--- src/rtl/cs_pkg.sv ---
package cs_pkg;
  localparam int PC_W    = 12;
  localparam int FLAG_N  = 4;
  localparam int WORD_W  = PC_W + FLAG_N;
  localparam int BYTE_W  = 8;
  localparam int LEVEL_W = 3;
  localparam int PAGE_W  = 3;

  typedef enum logic [2:0] {
    ST_IDLE,
    ST_PUSH_LO,
    ST_PUSH_HI,
    ST_POP_LO,
    ST_POP_HI,
    ST_POP_DONE
  } seq_st_t;
endpackage

--- src/rtl/cs_level_ptr.sv ---
module cs_level_ptr
  import cs_pkg::*;
#(
  parameter int STACK_BASE = 8,
  parameter int ADDR_W     = 8
) (
  input  logic               clk,
  input  logic               rst_n,
  input  logic               inc,
  input  logic               dec,
  input  logic               load,
  input  logic [LEVEL_W-1:0] load_val,
  output logic [LEVEL_W-1:0] level,
  output logic [ADDR_W-1:0]  base_addr
);
  logic [LEVEL_W-1:0] level_q, level_d;
  logic               level_en;

  // wraps modulo 2**LEVEL_W by width
  always_comb begin
    level_en = inc | dec | load;
    level_d  = level_q;
    if (load)     level_d = load_val;
    else if (dec) level_d = level_q - 1'b1;
    else if (inc) level_d = level_q + 1'b1;
  end

  always_ff @(posedge clk or negedge rst_n) begin
    if (!rst_n)        level_q <= '0;
    else if (level_en) level_q <= level_d;
  end

  assign level     = level_q;
  assign base_addr = ADDR_W'(STACK_BASE) + ADDR_W'({level_q, 1'b0});
endmodule

--- src/rtl/cs_flag_reg.sv ---
module cs_flag_reg
  import cs_pkg::*;
(
  input  logic              clk,
  input  logic              rst_n,
  input  logic              restore,
  input  logic [FLAG_N-1:0] restore_val,
  input  logic              load,
  input  logic [FLAG_N-1:0] load_val,
  input  logic              upd,
  input  logic [FLAG_N-1:0] upd_val,
  output logic [FLAG_N-1:0] flags
);
  logic [FLAG_N-1:0] flags_q, flags_d;
  logic              flags_en;

  // priority: restore from stack, then status write, then control-path update
  always_comb begin
    flags_en = restore | load | upd;
    if (restore)   flags_d = restore_val;
    else if (load) flags_d = load_val;
    else           flags_d = upd_val;
  end

  always_ff @(posedge clk or negedge rst_n) begin
    if (!rst_n)        flags_q <= '0;
    else if (flags_en) flags_q <= flags_d;
  end

  assign flags = flags_q;
endmodule

--- src/rtl/cs_seq.sv ---
module cs_seq
  import cs_pkg::*;
(
  input  logic              clk,
  input  logic              rst_n,
  input  logic              call_go,
  input  logic              pop_go,
  input  logic              pop_restore,
  input  logic [WORD_W-1:0] word_in,
  input  logic [PC_W-1:0]   target_in,
  input  logic [BYTE_W-1:0] ram_rdata,
  output logic              busy,
  output logic              ram_we,
  output logic              ram_re,
  output logic              byte_sel,
  output logic [BYTE_W-1:0] ram_wdata,
  output logic              pc_load,
  output logic [PC_W-1:0]   pc_value,
  output logic              push_done,
  output logic              restore,
  output logic [FLAG_N-1:0] restore_flags
);
  seq_st_t           state_q, state_d;
  logic [WORD_W-1:0] word_q;
  logic [PC_W-1:0]   tgt_q;
  logic [BYTE_W-1:0] lo_q;
  logic              mode_q;
  logic              word_en, lo_en, mode_en;

  always_comb begin
    state_d = state_q;
    word_en = 1'b0;
    lo_en   = 1'b0;
    mode_en = 1'b0;
    unique case (state_q)
      ST_IDLE: begin
        if (call_go) begin
          state_d = ST_PUSH_LO;
          word_en = 1'b1;
        end else if (pop_go) begin
          state_d = ST_POP_LO;
          mode_en = 1'b1;
        end
      end
      ST_PUSH_LO:  state_d = ST_PUSH_HI;
      ST_PUSH_HI:  state_d = ST_IDLE;
      ST_POP_LO:   state_d = ST_POP_HI;
      ST_POP_HI: begin
        state_d = ST_POP_DONE;
        lo_en   = 1'b1;
      end
      ST_POP_DONE: state_d = ST_IDLE;
      default:     state_d = ST_IDLE;
    endcase
  end

  always_ff @(posedge clk or negedge rst_n) begin
    if (!rst_n) begin
      state_q <= ST_IDLE;
      word_q  <= '0;
      tgt_q   <= '0;
      lo_q    <= '0;
      mode_q  <= 1'b0;
    end else begin
      state_q <= state_d;
      if (word_en) begin
        word_q <= word_in;
        tgt_q  <= target_in;
      end
      if (lo_en)   lo_q   <= ram_rdata;
      if (mode_en) mode_q <= pop_restore;
    end
  end

  assign busy          = (state_q != ST_IDLE);
  assign ram_we        = (state_q == ST_PUSH_LO) || (state_q == ST_PUSH_HI);
  assign ram_re        = (state_q == ST_POP_LO) || (state_q == ST_POP_HI);
  assign byte_sel      = (state_q == ST_PUSH_HI) || (state_q == ST_POP_HI);
  assign ram_wdata     = byte_sel ? word_q[WORD_W-1 -: BYTE_W] : word_q[BYTE_W-1:0];
  assign push_done     = (state_q == ST_PUSH_HI);
  assign pc_load       = push_done || (state_q == ST_POP_DONE);
  assign pc_value      = push_done ? tgt_q : {ram_rdata[PC_W-BYTE_W-1:0], lo_q};
  assign restore       = (state_q == ST_POP_DONE) && mode_q;
  assign restore_flags = ram_rdata[BYTE_W-1 -: FLAG_N];
endmodule

--- src/rtl/callstack_psw_unit.sv ---
module callstack_psw_unit
  import cs_pkg::*;
#(
  parameter int STACK_BASE = 8,
  parameter int ADDR_W     = 8
) (
  input  logic              clk,
  input  logic              rst_n,
  input  logic              call_req,
  input  logic              ret_req,
  input  logic              retr_req,
  input  logic              psw_wr_req,
  input  logic [7:0]        psw_wr_data,
  input  logic              flag_wr,
  input  logic              flag_c,
  input  logic              flag_ac,
  input  logic              flag_f0,
  input  logic              flag_bs,
  input  logic [PC_W-1:0]   next_pc,
  input  logic              tgt_bank,
  input  logic [PAGE_W-1:0] tgt_page,
  input  logic [7:0]        tgt_low,
  input  logic [BYTE_W-1:0] ram_rdata,
  output logic              busy,
  output logic [ADDR_W-1:0] ram_addr,
  output logic              ram_we,
  output logic              ram_re,
  output logic [BYTE_W-1:0] ram_wdata,
  output logic              pc_load,
  output logic [PC_W-1:0]   pc_value,
  output logic [7:0]        psw_out
);
  logic [1:0]         rst_sync_q;
  logic               rst_q;
  logic               acc_call, acc_pop, acc_psw, pop_restore;
  logic               push_done, restore, byte_sel;
  logic [FLAG_N-1:0]  flags, restore_flags;
  logic [LEVEL_W-1:0] level;
  logic [ADDR_W-1:0]  base_addr;
  logic               unused_psw_bit3;

  // reset asserts at once, releases on the clock
  always_ff @(posedge clk or negedge rst_n) begin
    if (!rst_n) rst_sync_q <= 2'b00;
    else        rst_sync_q <= {rst_sync_q[0], 1'b1};
  end
  assign rst_q = rst_sync_q[1];

  assign acc_call    = !busy && call_req;
  assign acc_pop     = !busy && !call_req && (ret_req || retr_req);
  assign pop_restore = !ret_req;
  assign acc_psw     = !busy && !call_req && !ret_req && !retr_req && psw_wr_req;
  assign unused_psw_bit3 = psw_wr_data[3];

  cs_level_ptr #(.STACK_BASE(STACK_BASE), .ADDR_W(ADDR_W)) u_level (
    .clk       (clk),
    .rst_n     (rst_q),
    .inc       (push_done),
    .dec       (acc_pop),
    .load      (acc_psw),
    .load_val  (psw_wr_data[LEVEL_W-1:0]),
    .level     (level),
    .base_addr (base_addr)
  );

  cs_flag_reg u_flags (
    .clk         (clk),
    .rst_n       (rst_q),
    .restore     (restore),
    .restore_val (restore_flags),
    .load        (acc_psw),
    .load_val    (psw_wr_data[7 -: FLAG_N]),
    .upd         (flag_wr),
    .upd_val     ({flag_c, flag_ac, flag_f0, flag_bs}),
    .flags       (flags)
  );

  cs_seq u_seq (
    .clk           (clk),
    .rst_n         (rst_q),
    .call_go       (acc_call),
    .pop_go        (acc_pop),
    .pop_restore   (pop_restore),
    .word_in       ({flags, next_pc}),
    .target_in     ({tgt_bank, tgt_page, tgt_low}),
    .ram_rdata     (ram_rdata),
    .busy          (busy),
    .ram_we        (ram_we),
    .ram_re        (ram_re),
    .byte_sel      (byte_sel),
    .ram_wdata     (ram_wdata),
    .pc_load       (pc_load),
    .pc_value      (pc_value),
    .push_done     (push_done),
    .restore       (restore),
    .restore_flags (restore_flags)
  );

  assign ram_addr = base_addr + ADDR_W'(byte_sel);
  assign psw_out  = {flags, 1'b1, level};
endmodule

--- config.mk ---
export PLATFORM = sky130hd
export DESIGN_NAME = callstack_psw_unit
export DESIGN_NICKNAME = d
export VERILOG_FILES = /design/src/rtl/cs_pkg.sv /design/src/rtl/cs_level_ptr.sv /design/src/rtl/cs_flag_reg.sv /design/src/rtl/cs_seq.sv /design/src/rtl/callstack_psw_unit.sv
export SDC_FILE = /design/constraint.sdc
export NUM_CORES = 1
export LEC_CHECK = 0
export BUFFER_PORTS_ARGS = -buffer_cell sky130_fd_sc_hd__buf_2
export CORE_ASPECT_RATIO = 1.2
export CORE_MARGIN = 4
export CORE_UTILIZATION = 49
export DETAILED_ROUTE_END_ITERATION = 10
export HOLD_SLACK_MARGIN = 0.15
export PLACE_DENSITY_LB_ADDON = 0.05
export RECOVER_POWER = 50
export SLEW_MARGIN = 20
export SYNTH_ARGS = -nofsm -noshare
export SYNTH_HDL_FRONTEND = slang
export SYNTH_SLANG_ARGS = --single-unit
--- constraint.sdc ---
create_clock -name clk -period 2 [get_ports clk]
set_input_delay 0.2 -clock clk [delete_from_list [all_inputs] [get_ports clk]]
set_output_delay 0.2 -clock clk [all_outputs]
set_load 0.005 [all_outputs]
==> results, run 1 <==
- The flow ran to the end, but the final reports show violations.
- The checks that failed: negative setup slack.
- The sequential power share is 0.326.
- The category of the worst setup path launch point is a flop.
- The floorplan has 28 rows.
- At the worst endpoint, the required time is 1.80 ns.
- The share of total power dissipated in combinational logic is 0.540.
- The cell with the biggest individual delay on the critical path is dfrtp_1.
- The peak supply drop is 853.7 µV.
- The setup path with the least slack is of type reg -> out.
- The largest single stage delay on the critical path is 0.40 ns.
- Static timing analysis puts the maximum clock frequency at 0.4918 GHz.
- TritonCTS built the clock tree.
- The number of enable-type register cells in the synthesized netlist is 0.
- The area of the placeable core is between 4000 and 5000 µm².
- After synthesis, the mean cell area works out to roughly 14 µm².
- Setup repair after global routing could not meet its margin everywhere.
- The internal portion of total power is 3.767 mW.
- The cell count after synthesis came out at roughly 180.
- Sorting the synthesized cells by how often they occur yields dfrtp_1 (49), mux2_2 (40), mux2_4 (20), buf_4 (9).
- The clock reaches the later pin of the worst-skew pair after approximately 0.3 ns.
- In the routed design, unresolved DRC markers number 0.
- The number of vias in the routed layout is between 1.5k and 2k.
- Of the available clock period, the critical path in the final layout requires 1.017.
- By instance count, the leading cell after synthesis is dfrtp_1.
- The highest fanout seen on the critical path is 5.
- The minimum clock period is around 2.0 ns.
- For flop-to-flop paths, the worst setup slack is around 0.04 ns.
- Measured in cells, the most critical reg-to-reg path has a length of 9.
- The post-placement cell count is 327.
- In this run the deepest clock path goes through 2 buffers.
- The initial standard-cell utilization of the core is 0.5084.
- The kind of cell adding the most delay to the critical path is buffers and inverters.
- Setup slack on the critical path of the routed design comes to -0.03354 ns.
- The pin count of the biggest net entering global routing is 26.
- Relative to the synthesized area, the layout overhead comes to 47.98%.
- The summed instance area of the synthesized netlist is ~2500 µm².
- The share of power burned in the clock network is 0.134.
- The number of iterations in the first detailed-routing pass is 5.
- The count of routing violations after the opening detailed-route iteration is 28.
- Data on the critical path arrives at its endpoint at 1.83 ns.
- The number of buffer cells added on primary ports is 85.
- The power density over the cells is roughly 1500 nW/µm².
- The number of failing hold endpoints at the final stage is 0.
- The worst-case clock skew is 0.01056 ns.
- The commonest register cell after synthesis is dfrtp_1.
- The worst register-to-register path ends at u_level.level[2]$_DFFE_PN0P_.
- Of all cell types, the one taking the most synthesized area is dfrtp_1.
- Of the cells placed in the final design, the portion with a size suffix greater than 1 is 0.5656.
- The cell at the root of the clock tree is clkbuf_8.
- The count of final setup violators is 8.
- After detailed routing, the average wire length per cell comes to 15.54 µm.
- The most frequent cell on the critical path is buf_6.
- The repair_antennas step left the layout with diodes totalling 0.
- The finished layout holds 380 standard cells, fillers aside.
- The number of buffers added by the clock tree synthesis step is 5.
- The fraction of synthesized cell area taken by the top area cell type is 0.4883.
- The via count of the first global-routing pass is 1892.
- The tree built by TritonCTS fans out to approximately 50 sinks.
- The total leakage power is between 1.5 and 2 nW.
- The count of buffer and inverter cells on the critical path is 3.
- Yosys mapped the design onto 31 distinct sky130hd cell types.
- The number of vias per cell is between 4 and 5.
- The switching part of the total is 0.3079.
- The clock tree synthesis step divided the H-tree into 2 levels.
- The capturing instance or port of the critical path is ram_wdata[5].
- In the final design database the tool counted roughly 370 nets.
- The number of pins exceeding their max-slew limit in the final report is 0.
- The number of synthesized register bits is between 40 and 50.
- The initial antenna violation count is 0.
- For this run, the register share of the synthesized area comes to 0.4883.
- The worst relative slew slack is 0.5946.
- The clock slew seen by the registers of the worst setup and hold paths is 0.09 ns.
- The final RePlAce weighted congestion is between 0.7 and 0.8.
- The number of violations of the max-capacitance limit is 0.
- The full die area is around 6300 µm².
- STA classifies the critical path endpoint as a primary output.
- The detailed placer's ending HPWL is ~3900 µm.
- After synthesis, the cell types taking the most area are dfrtp_1 (49%), mux2_2 (18%), mux2_4 (12%).
- In this run the power spent charging and discharging nets is 1.676 mW.
- The Yosys step of the flow raised 0 warnings.
- Counting buffers and inverters, the worst setup path is 6 cells deep.
- The first global-routing pass estimated 9246 µm of wire.
- The total negative slack is -0.1079 ns.
- The number of nets still failing antenna checks after routing is 0.
- The startpoint of the worst-slack reg-to-reg timing path is u_seq.state_q[0]$_DFFE_PN0P_.
- Tracing the worst setup path back leads to its startpoint at u_seq.state_q[0]$_DFFE_PN0P_.
- The die outline height is 86.42 µm.
- Walking the worst path, the cells encountered are buf_6 -> nor3b_4 -> buf_6 -> nor2_4 -> mux2_4 -> buf_6.
- The die extent in x is approximately 73 µm.
- The path class of the tightest hold or removal check is in -> reg.
- At the pin with the least slew margin, the transition time is approximately 0.6 ns.
- The residual overflow from global routing is 0.
- The overall track demand over capacity in global routing is 0.1897.
- For this run, asynchronously set or reset flops after synthesis account for 1.000.
- The number of top-level pins is just over 90.
- The total length of routed wires is a little under 6000 µm.
-- worst register-to-register path, delay by kind of cell (launching register included) --
family / cells / cell delay, ns
flip-flops: 1 / 0.40
AO/OA/AOI/OAI: 1 / 0.24
multiplexers: 1 / 0.26
buffers and inverters: 1 / 0.15
AND/OR/NAND/NOR: 3 / 0.38
adder cells (fa/ha/maj): 1 / 0.19
XOR/XNOR: 2 / 0.24
-- layer usage --
layer,share of wire,GRT usage,vias to the layer above
met3,0.056,0.04756,4
met5,0,0,-
met1,0.43,0.2487,899
met4,0.0046,0.03954,0
met2,0.51,0.3173,55
li1,-,-,894
-- sequential cells by signal, indices dropped and copies added (netlist names) --
signal	count
rst_sync_q	2
u_flags.flags	4
u_level.level	3
u_seq.lo_q	8
u_seq.mode_q	1
u_seq.state_q	3
u_seq.tgt_q	12
u_seq.word_q	16
-- what timing repair did --
action                                 CTS  global route
gates resized for setup                 12            24
endpoints found under the hold margin   40             0
hold buffers                            36             0
gates cloned                             2             0
setup endpoints to repair               20            21
setup buffers                            5             2
pin swaps                                2             3
-- layout make-up --
class / count / area [µm²]
Sequential cell: 49 / 1229
Fill cell: 335 / 1224
Multi-Input combinational cell: 118 / 1221
Tap cell: 60 / 75.07
Timing Repair Buffer: 142 / 1060
Inverter: 3 / 11.26
Clock buffer: 6 / 82.58
Clock inverter: 2 / 37.54
-- power groups by stage --
stage	sequential, mW	clock [mW]	combinational, mW
4_1_cts	1.76	0.751	2.62
5_1_grt	1.84	0.797	3.18
2_1_floorplan	1.68	0	1.71
3_5_place_dp	1.79	0	2.33
6_report	1.77	0.731	2.94
3_3_place_gp	1.77	0	2.31
-- metrics by stage --
| stage | utilization | power [mW] | cell area [µm²] | setup WS, ns | hold slack [ns] |
|---|---|---|---|---|---|
| finish | 0.7523 | 5.442 | 3716 | -0.03354 | 0.1846 |
| detailed placement | 0.6122 | 4.122 | 3024 | 0.1404 | -0.01356 |
| global placement | 0.6122 | 4.085 | 3024 | 0.1690 | -0.01540 |
| floorplan | - | 3.398 | 2522 | -0.01391 | -0.09559 |
| global route | 0.7523 | 5.817 | 3716 | -0.1526 | 0.1980 |
| CTS | 0.7292 | 5.133 | 3602 | -0.02516 | 0.1798 |
-- worst min-delay path by stage --
| stage | start | end | slack, ns | cells past startpoint |
|---|---|---|---|---|
| 3_3_place_gp | rst_n | rst_sync_q[0]$_DFF_PN0_ | -0.02 | 1 |
| 4_1_cts | psw_wr_data[1] | u_level.level[1]$_DFFE_PN0P_ | 0.18 | 3 |
| 6_report | psw_wr_data[1] | u_level.level[1]$_DFFE_PN0P_ | 0.18 | 3 |
| 3_5_place_dp | rst_n | rst_sync_q[0]$_DFF_PN0_ | -0.01 | 1 |
| 2_1_floorplan | rst_n | rst_sync_q[0]$_DFF_PN0_ | -0.1 | 0 |
| 5_1_grt | psw_wr_data[1] | u_level.level[1]$_DFFE_PN0P_ | 0.20 | 3 |
-- placed cells by master (no fill, tap or decap), drive strengths merged, types with 4 or more instances in the layout --
master	Yosys	routed
dfrtp	49	49
nor2	10	11
clkbuf	0	12
dlygate4sd3	0	36
a21oi	4	4
nand2	8	8
conb	2	5
o21ai	4	4
buf	15	100
mux2i	4	4
mux2	61	61
-- cells by family after synthesis --
family,count (synthesis),synth area share
xor gates and xnor gates,4,0.01395
muxes,65,0.3194
adders and majority gates,1,0.004982
DFF,49,0.4883
buffers and inverters,18,0.06029
and+or+nand+nor,28,0.07624
AOI/OAI and AO/OA,14,0.03388
other,2,0.002991
(Power assumes the default switching activity.)
==> inputs of run 2 (changes only) <==
- SKIP_CTS_REPAIR_TIMING: default -> 1
==> results, run 2 (synthesized netlist as in run 1, its figures left out) <==
- The flow ran to the end, but the final reports show violations.
- The checks that failed: negative setup slack.
- The initial utilization of the core area, before any placement, comes to 0.5084.
- The clock insertion delay at the later pin of the skew report is 0.30 ns.
- The net switching component of the power is about 1.6 mW.
- The startpoint identified for the worst register-to-register timing path is u_seq.state_q[0]$_DFFE_PN0P_.
- The residual overflow from global routing is 0.
- The length in cells of the worst reg-to-reg path is 6.
- The share of total power dissipated in the clock network is 0.140.
- The pin count of the biggest net entering global routing is 26.
- The worst register-to-register path has a setup slack of ~0.070 ns.
- The congestion estimate from routability-driven global placement came to between 0.7 and 0.8.
- Timing would allow up to 0.4991 GHz.
- The initial antenna violation count is 0.
- The number of pins exceeding their max-slew limit in the final report is 0.
- The critical path goes through buf_6 -> nor3b_4 -> buf_6 -> buf_6 -> mux2_2 -> buf_2.
- Max-cap violations in this run came to 0.
- The critical setup path kind is reg -> out.
- The internal portion of total power is roughly 3.6 mW.
- CTS saw between 40 and 50 sinks.
- In this run the static leakage power is 1.740 nW.
- After detailed routing, the number of remaining DRC violations is 0.
- The clock tree from TritonCTS is yes.
- The area growth from synthesis to final layout is 44.05%.
- Counting along the longest clock path gives a buffer depth of 2.
- The capture point of the worst reg-to-reg path is u_seq.tgt_q[8]$_DFFE_PN0P_.
- The largest registers in the layout are u_seq.word_q (16), u_seq.tgt_q (12), u_seq.lo_q (8).
- In the routed layout, each cell is associated on average with a via count of 4.817.
- The fraction of final layout cells sized beyond drive strength 1 is 0.5629.
- The peak supply drop is 756.6 µV.
- The full die area is approximately 6300 µm².
- The number of failing hold endpoints at the final stage is 0.
- The worst relative slew slack is 0.3859.
- The library cell used most frequently in the layout, excluding fill and tap cells, is buf_2.
- With fillers left out, the area of the finished cells amounts to ~3600 µm².
- The power density over the cells is 1437 nW/µm².
- The tree is rooted in a clkbuf_8.
- The register with the most flip-flops in the layout has 16 of them.
- The highest fanout seen on the critical path is 5.
- After detailed routing, the total wire length is approximately 5500 µm.
- The worst path setup slack after routing is -0.003714 ns.
- 0 antenna diodes ended up in the layout.
- The cell with the biggest individual delay on the critical path is dfrtp_1.
- The net count reported at finish is 369.
- The kind of cell adding the most delay to the critical path is buffers and inverters.
- The overall track demand over capacity in global routing is 0.1647.
- The hold path depth is 3.
- The minimum clock period is around 2.0 ns.
- The worst min-delay path endpoint is u_level.level[0]$_DFFE_PN0P_.
- Setup repair after global routing could not meet its margin everywhere.
- The total negative slack is -0.005947 ns.
- The worst hold slack is about 0.15 ns.
- The worst setup path is captured at a primary output.
- Of the total power, the share spent switching nets is 0.3041.
- The transition time at the pin with the least slew margin is around 0.92 ns.
- The routed wirelength normalized by instance count is ~15 µm.
- The register name with the most flops is u_seq.word_q.
- The part of the cycle the worst path needs is 1.002.
- The share of total power dissipated in combinational logic is 0.520.
- The number of top-level pins is 91.
- The library cells used most frequently in the layout, excluding fill and tap cells, are buf_2 (75), dfrtp_1 (47), mux2_2 (36).
- The first global-routing pass estimated roughly 8000 µm of wire.
- The via count of the first global-routing pass came to between 1.5k and 2k.
- The area of the placeable core is 4940 µm².
- The number of buffer cells added on primary ports is 85.
- Of the total power, registers draw 0.340.
- The die outline height is about 86 µm.
- The count of routing violations after the opening detailed-route iteration is 27.
- The min-delay analysis places its worst path in the category in -> reg.
- The number of iterations in the first detailed-routing pass is 4.
- Measured on the finished design, the core utilization comes to 0.7323.
- The critical path contains buffers and inverters numbering 4 combined.
- In this run the most critical hold path is launched from psw_wr_data[0].
- The most frequent cell on the critical path is buf_6.
- The category of the worst setup path launch point is a flop.
- The number of vias in the routed layout is approximately 1.8k.
- The die extent in x is 73.35 µm.
- Data arrives at the worst endpoint at roughly 1.8 ns.
- Detailed placement ended at an HPWL of slightly below 4000 µm.
- The number of cell rows is 28.
- The cell area after placement is ~3000 µm².
- In this run the remaining antenna-violating nets after routing total 0.
- The worst-case clock skew is between 0.009 and 0.01 ns.
- The clock slew seen by the registers of the worst setup and hold paths is 0.09 ns.
- The count of final setup violators is 3.
- The number of buffers added by the clock tree synthesis step is 5.
- At the worst endpoint, the required time is 1.80 ns.
- The maximum level of the CTS H-tree is 2.
- The maximum single-stage delay on the critical path is between 0.4 and 0.5 ns.
-- run 2: changes by cell type in the layout (fill, tap and decap cells not counted), sizes merged --
cell	change
dlygate4sd3	-1
nor2	-1
-- run 2: power by group through the flow --
stage / Combinational, mW / Sequential [mW] / Clock, mW
final: 2.70 / 1.77 / 0.729
after global routing: 2.94 / 1.84 / 0.797
after CTS: 2.35 / 1.77 / 0.751
after detailed placement: 2.33 / 1.79 / 0
after global placement: 2.31 / 1.77 / 0
after floorplan: 1.71 / 1.68 / 0
-- run 2: metal layers --
metal / vias up / wire (µm) / GRT usage
li1: 892 / - / -
met1: 868 / 2404 / 0.2196
met2: 57 / 2784 / 0.2571
met3: 4 / 313 / 0.05800
met4: 0 / 27 / 0.03954
met5: - / 0 / 0
-- run 2: worst max-delay path by stage --
| stage | start | to | slack [ns] | depth (start not counted) |
|---|---|---|---|---|
| final | u_seq.state_q[0]$_DFFE_PN0P_ | pc_value[0] | -0.004 | 6 |
| after global routing | u_seq.state_q[0]$_DFFE_PN0P_ | pc_value[4] | -0.09 | 6 |
| after CTS | u_seq.state_q[1]$_DFFE_PN0P_ | ram_wdata[5] | -0.19 | 4 |
| after detailed placement | u_seq.state_q[2]$_DFFE_PN0P_ | u_level.level[2]$_DFFE_PN0P_ | 0.14 | 8 |
| after global placement | u_seq.state_q[1]$_DFFE_PN0P_ | ram_wdata[1] | 0.17 | 4 |
| after floorplan | u_seq.state_q[0]$_DFFE_PN0P_ | u_level.level[2]$_DFFE_PN0P_ | -0.01 | 9 |
-- run 2: worst reg2reg max path, cell delays in order (launching register included) --
cell     delay [ns]
dfrtp_1        0.42
buf_6          0.14
buf_4          0.15
or3_4          0.40
nor2_8         0.20
buf_12         0.17
mux2_2         0.34
-- run 2: area by class of cell --
class                      instances  area, µm²
tap                               60      75.07
inverter                           3      11.26
sequential                        49       1229
clock buffer                       6      82.58
clock inverter                     2      37.54
timing repair buffer             141       1012
fill                             342       1323
multi-input combinational        117       1170
-- run 2: metrics by stage --
| step | cells | power (mW) | setup WS (ns) |
|---|---|---|---|
| 6_report | 378 | 5.198 | -0.003714 |
| 5_1_grt | 378 | 5.573 | -0.09310 |
| 2_1_floorplan | 184 | 3.398 | -0.01391 |
| 3_3_place_gp | 327 | 4.085 | 0.1690 |
| 4_1_cts | 335 | 4.873 | -0.1855 |
| 3_5_place_dp | 327 | 4.122 | 0.1404 |
==> inputs of run 3 (changes only) <==
- CORE_UTILIZATION: 49 -> 51
- SYNTH_HIERARCHICAL: default -> 1
==> results, run 3 <==
- The run finished, with violations left.
- The checks that failed: negative setup slack.
- TritonCTS created 5 clock buffers.
- The overall track demand over capacity in global routing is 0.1640.
- The critical setup path kind is reg -> out.
- The area of the placeable core is approximately 5300 µm².
- The classification of the worst-slack hold path is in -> reg.
- The area growth from synthesis to final layout is 41.12%.
- The residual overflow from global routing is 0.
- The most used standard cell by instance count after synthesis is dfrtp_1.
- After layout, the worst setup slack is -0.01540 ns.
- The number of iterations in the first detailed-routing pass is 4.
- For this block, the initial DRC count from the detailed router was 67.
- The total power consumption of the routed design is just under 6 mW.
- The leading cell type in the layout, fill and taps excluded is buf_2.
- The via count of the first global-routing pass is around 1.7k.
- The worst hold path was traced through 2 stages.
- In this run the register-to-register setup slack is 0.02 ns.
- The number of failing hold endpoints at the final stage is 0.
- The register with the most flip-flops in the final layout is u_seq/word_q.
- The worst-case clock skew is approximately 0.018 ns.
- The maximum level of the CTS H-tree is 2.
- The final routed DRC violation total is 0.
- The fill cell instance count of the final layout is around 390.
- Data on the critical path is required at its endpoint by between 1.5 and 2 ns.
- At the pin with the least slew margin, the transition time is 0.7321 ns.
- The tree built by TritonCTS fans out to just under 50 sinks.
- The worst endpoint data arrival time is ~1.8 ns.
- The fraction of synthesized cell area taken by the top area cell type is 0.4453.
- The fraction of final layout cells sized beyond drive strength 1 is 0.5693.
- The flip-flop and latch area is between 1000 and 1500 µm².
- Measured in cells, the most critical reg-to-reg path has a length of 9.
- In the layout the commonest cells are buf_2 (70), dfrtp_1 (49), dlygate4sd3_1 (35).
- The power density over the cells is around 1500 nW/µm².
- From left edge to right edge, the die measures ~75 µm.
- The minimum clock period is 2.015 ns.
- In this run the tightest slew margin relative to its limit is 0.5119.
- The cell at the root of the clock tree is clkbuf_8.
- The cell accounting for the most synthesized area is dfrtp_1.
- For this configuration, the core starts out at a cell density of 0.5234.
- IR analysis of the VDD net gives a maximum drop of roughly 930 µV.
- The later pin in the worst-skew pair is clocked with a latency of ~0.31 ns.
- The die covers around 6600 µm².
- The number of nets still failing antenna checks after routing is 0.
- The die outline height is about 88 µm.
- The net count reported at finish is 392.
- Timing would allow up to about 0.50 GHz.
- The number of cell rows is 29.
- The routed wirelength normalized by instance count is 15.36 µm.
- For this run, asynchronously set or reset flops after synthesis account for 1.000.
- The number of synthesis warnings is 6.
- The total negative slack is -0.01709 ns.
- In this run, synthesis inferred 0 flip-flops with an integrated enable.
- The count of final setup violators is 2.
- The post-placement cell count is approximately 350.
- The pin count of the biggest net entering global routing is 30.
- Across the run, the number of max-cap violations was 0.
- The number of pins exceeding their max-slew limit in the final report was 0.
- The commonest cells after synthesis are dfrtp_1 (49), mux2_2 (37), mux2_4 (21), buf_4 (17), nand2_1 (8).
- The number of top-level pins is roughly 90.
- The maximum count of clock buffers along a single path is 2.
- Setup repair after global routing could not meet its margin everywhere.
- The share of the core filled with cells in the final layout is 0.7386.
- In the finished design, the share of the clock period the worst path needs comes to 1.008.
- After synthesis the cells add up to about 2800 µm².
- The first-pass GRT wire length is ~8200 µm.
- The number of vias per cell is between 4 and 5.
- The detailed placer's ending HPWL is about 4000 µm.
- Counting distinct cell types in the post-synthesis netlist gives 38.
- By area the synthesized netlist is led by dfrtp_1 (45%), mux2_2 (15%), mux2_4 (11%).
- The number of vias in the routed layout is between 1.5k and 2k.
- The largest registers in the layout are u_seq/word_q (16), u_seq/tgt_q (12), u_seq/lo_q (8).
- At the end of routability-driven placement, the weighted congestion stood at ~0.73.
- After clock tree synthesis, the clock-pin slew on the worst setup and hold paths is 0.09 ns.
- 0 antenna diodes ended up in the layout.
- The kind of end point of the critical path is a primary output.
- In this run the tool buffered the top-level ports with 85 buffer cells.
- The commonest register cell after synthesis is dfrtp_1.
- After detailed routing, the total wire length is roughly 6000 µm.
- The synthesized instance count is approximately 210.
- Synthesis inferred 49 register bits.
- The average size of a mapped cell is approximately 13 µm².
- STA classifies the critical path startpoint as a flop.
- Of the synthesized area, sequential elements account for 0.4453.
- For this design the static power due to leakage is about 1.9 nW.
- TritonCTS built the clock tree.
- The initial antenna violation count was 0.
- The area of combinational cells with multiple inputs is between 1000 and 1500 µm².
- The count of placed standard cells in the final layout, fillers left out is around 400.
- The flip-flop count of the largest register, all copies and words added is 16.
- The highest fanout seen on the critical path is 7.
[run 3: logic make-up (layout without fill, tap and decap cells)]
| group | count (synthesis) | in the layout | synth area share |
|---|---|---|---|
| xor gates and xnor gates | 9 | 9 | 0.02862 |
| muxes | 62 | 62 | 0.2803 |
| buffers and inverters | 30 | 156 | 0.08723 |
| and+or+nand+nor | 42 | 43 | 0.09905 |
| adders and majority gates | 3 | 3 | 0.01636 |
| AOI/OAI and AO/OA | 11 | 11 | 0.04043 |
| other | 2 | 6 | 0.002727 |
| DFF | 49 | 49 | 0.4453 |
[run 3: final cells by class]
type / count / area share
Clock buffer: 5 / 0.01771
Clock inverter: 3 / 0.007405
Multi-Input combinational cell: 134 / 0.3616
Timing Repair Buffer: 140 / 0.2701
Tap cell: 62 / 0.01996
Inverter: 8 / 0.007727
Sequential cell: 49 / 0.3155
[run 3: report_power, final]
group,internal [mW],leakage (nW),switching [mW]
sequential,1.47,0.582,0.303
combinational,2.26,1.23,1.32
clock,0.262,0.0506,0.367
total,3.98,1.86,1.99
[run 3: worst paths after layout]
| check | from | to |
|---|---|---|
| worst max-delay path | u_seq/state_q[2]$_DFFE_PN0P_ | pc_value[9] |
| worst min-delay path | ram_rdata[1] | u_seq/lo_q[1]$_DFFE_PN0N_ |
| worst max register to register | u_seq/state_q[0]$_DFFE_PN0P_ | u_level/level[2]$_DFFE_PN0P_ |
| worst min register to register | rst_sync_q[1]$_DFF_PN0_ | u_seq/word_q[1]$_DFFE_PN0P_ |
| max in group asynchronous | rst_sync_q[1]$_DFF_PN0_ | u_seq/state_q[1]$_DFFE_PN0P_ |
| min in group asynchronous | rst_n | rst_sync_q[0]$_DFF_PN0_ |
[run 3: critical path, cell delays in order, from the launching register on]
cell and delay, ns:
dfrtp_1 0.43, buf_6 0.16, nor3b_4 0.27, buf_6 0.18, mux2_2 0.34, buf_2 0.13
[run 3: per-stage QoR]
stage | hold slack (ns) | area [µm²] | setup slack, ns
6_report | 0.1529 | 3886 | -0.01540
5_1_grt | 0.1538 | 3886 | -0.1098
4_1_cts | -0.3545 | 3299 | -0.1305
3_5_place_dp | -0.01430 | 3202 | 0.07876
3_3_place_gp | -0.01502 | 3202 | 0.1129
2_1_floorplan | -0.09559 | 2786 | -0.02998
[run 3: per-layer routing]
metal / track usage / routed length [µm]
met1: 0.2088 / 2563
met2: 0.2607 / 3142
met3: 0.05909 / 428
met4: 0.05016 / 24
met5: 0 / 0
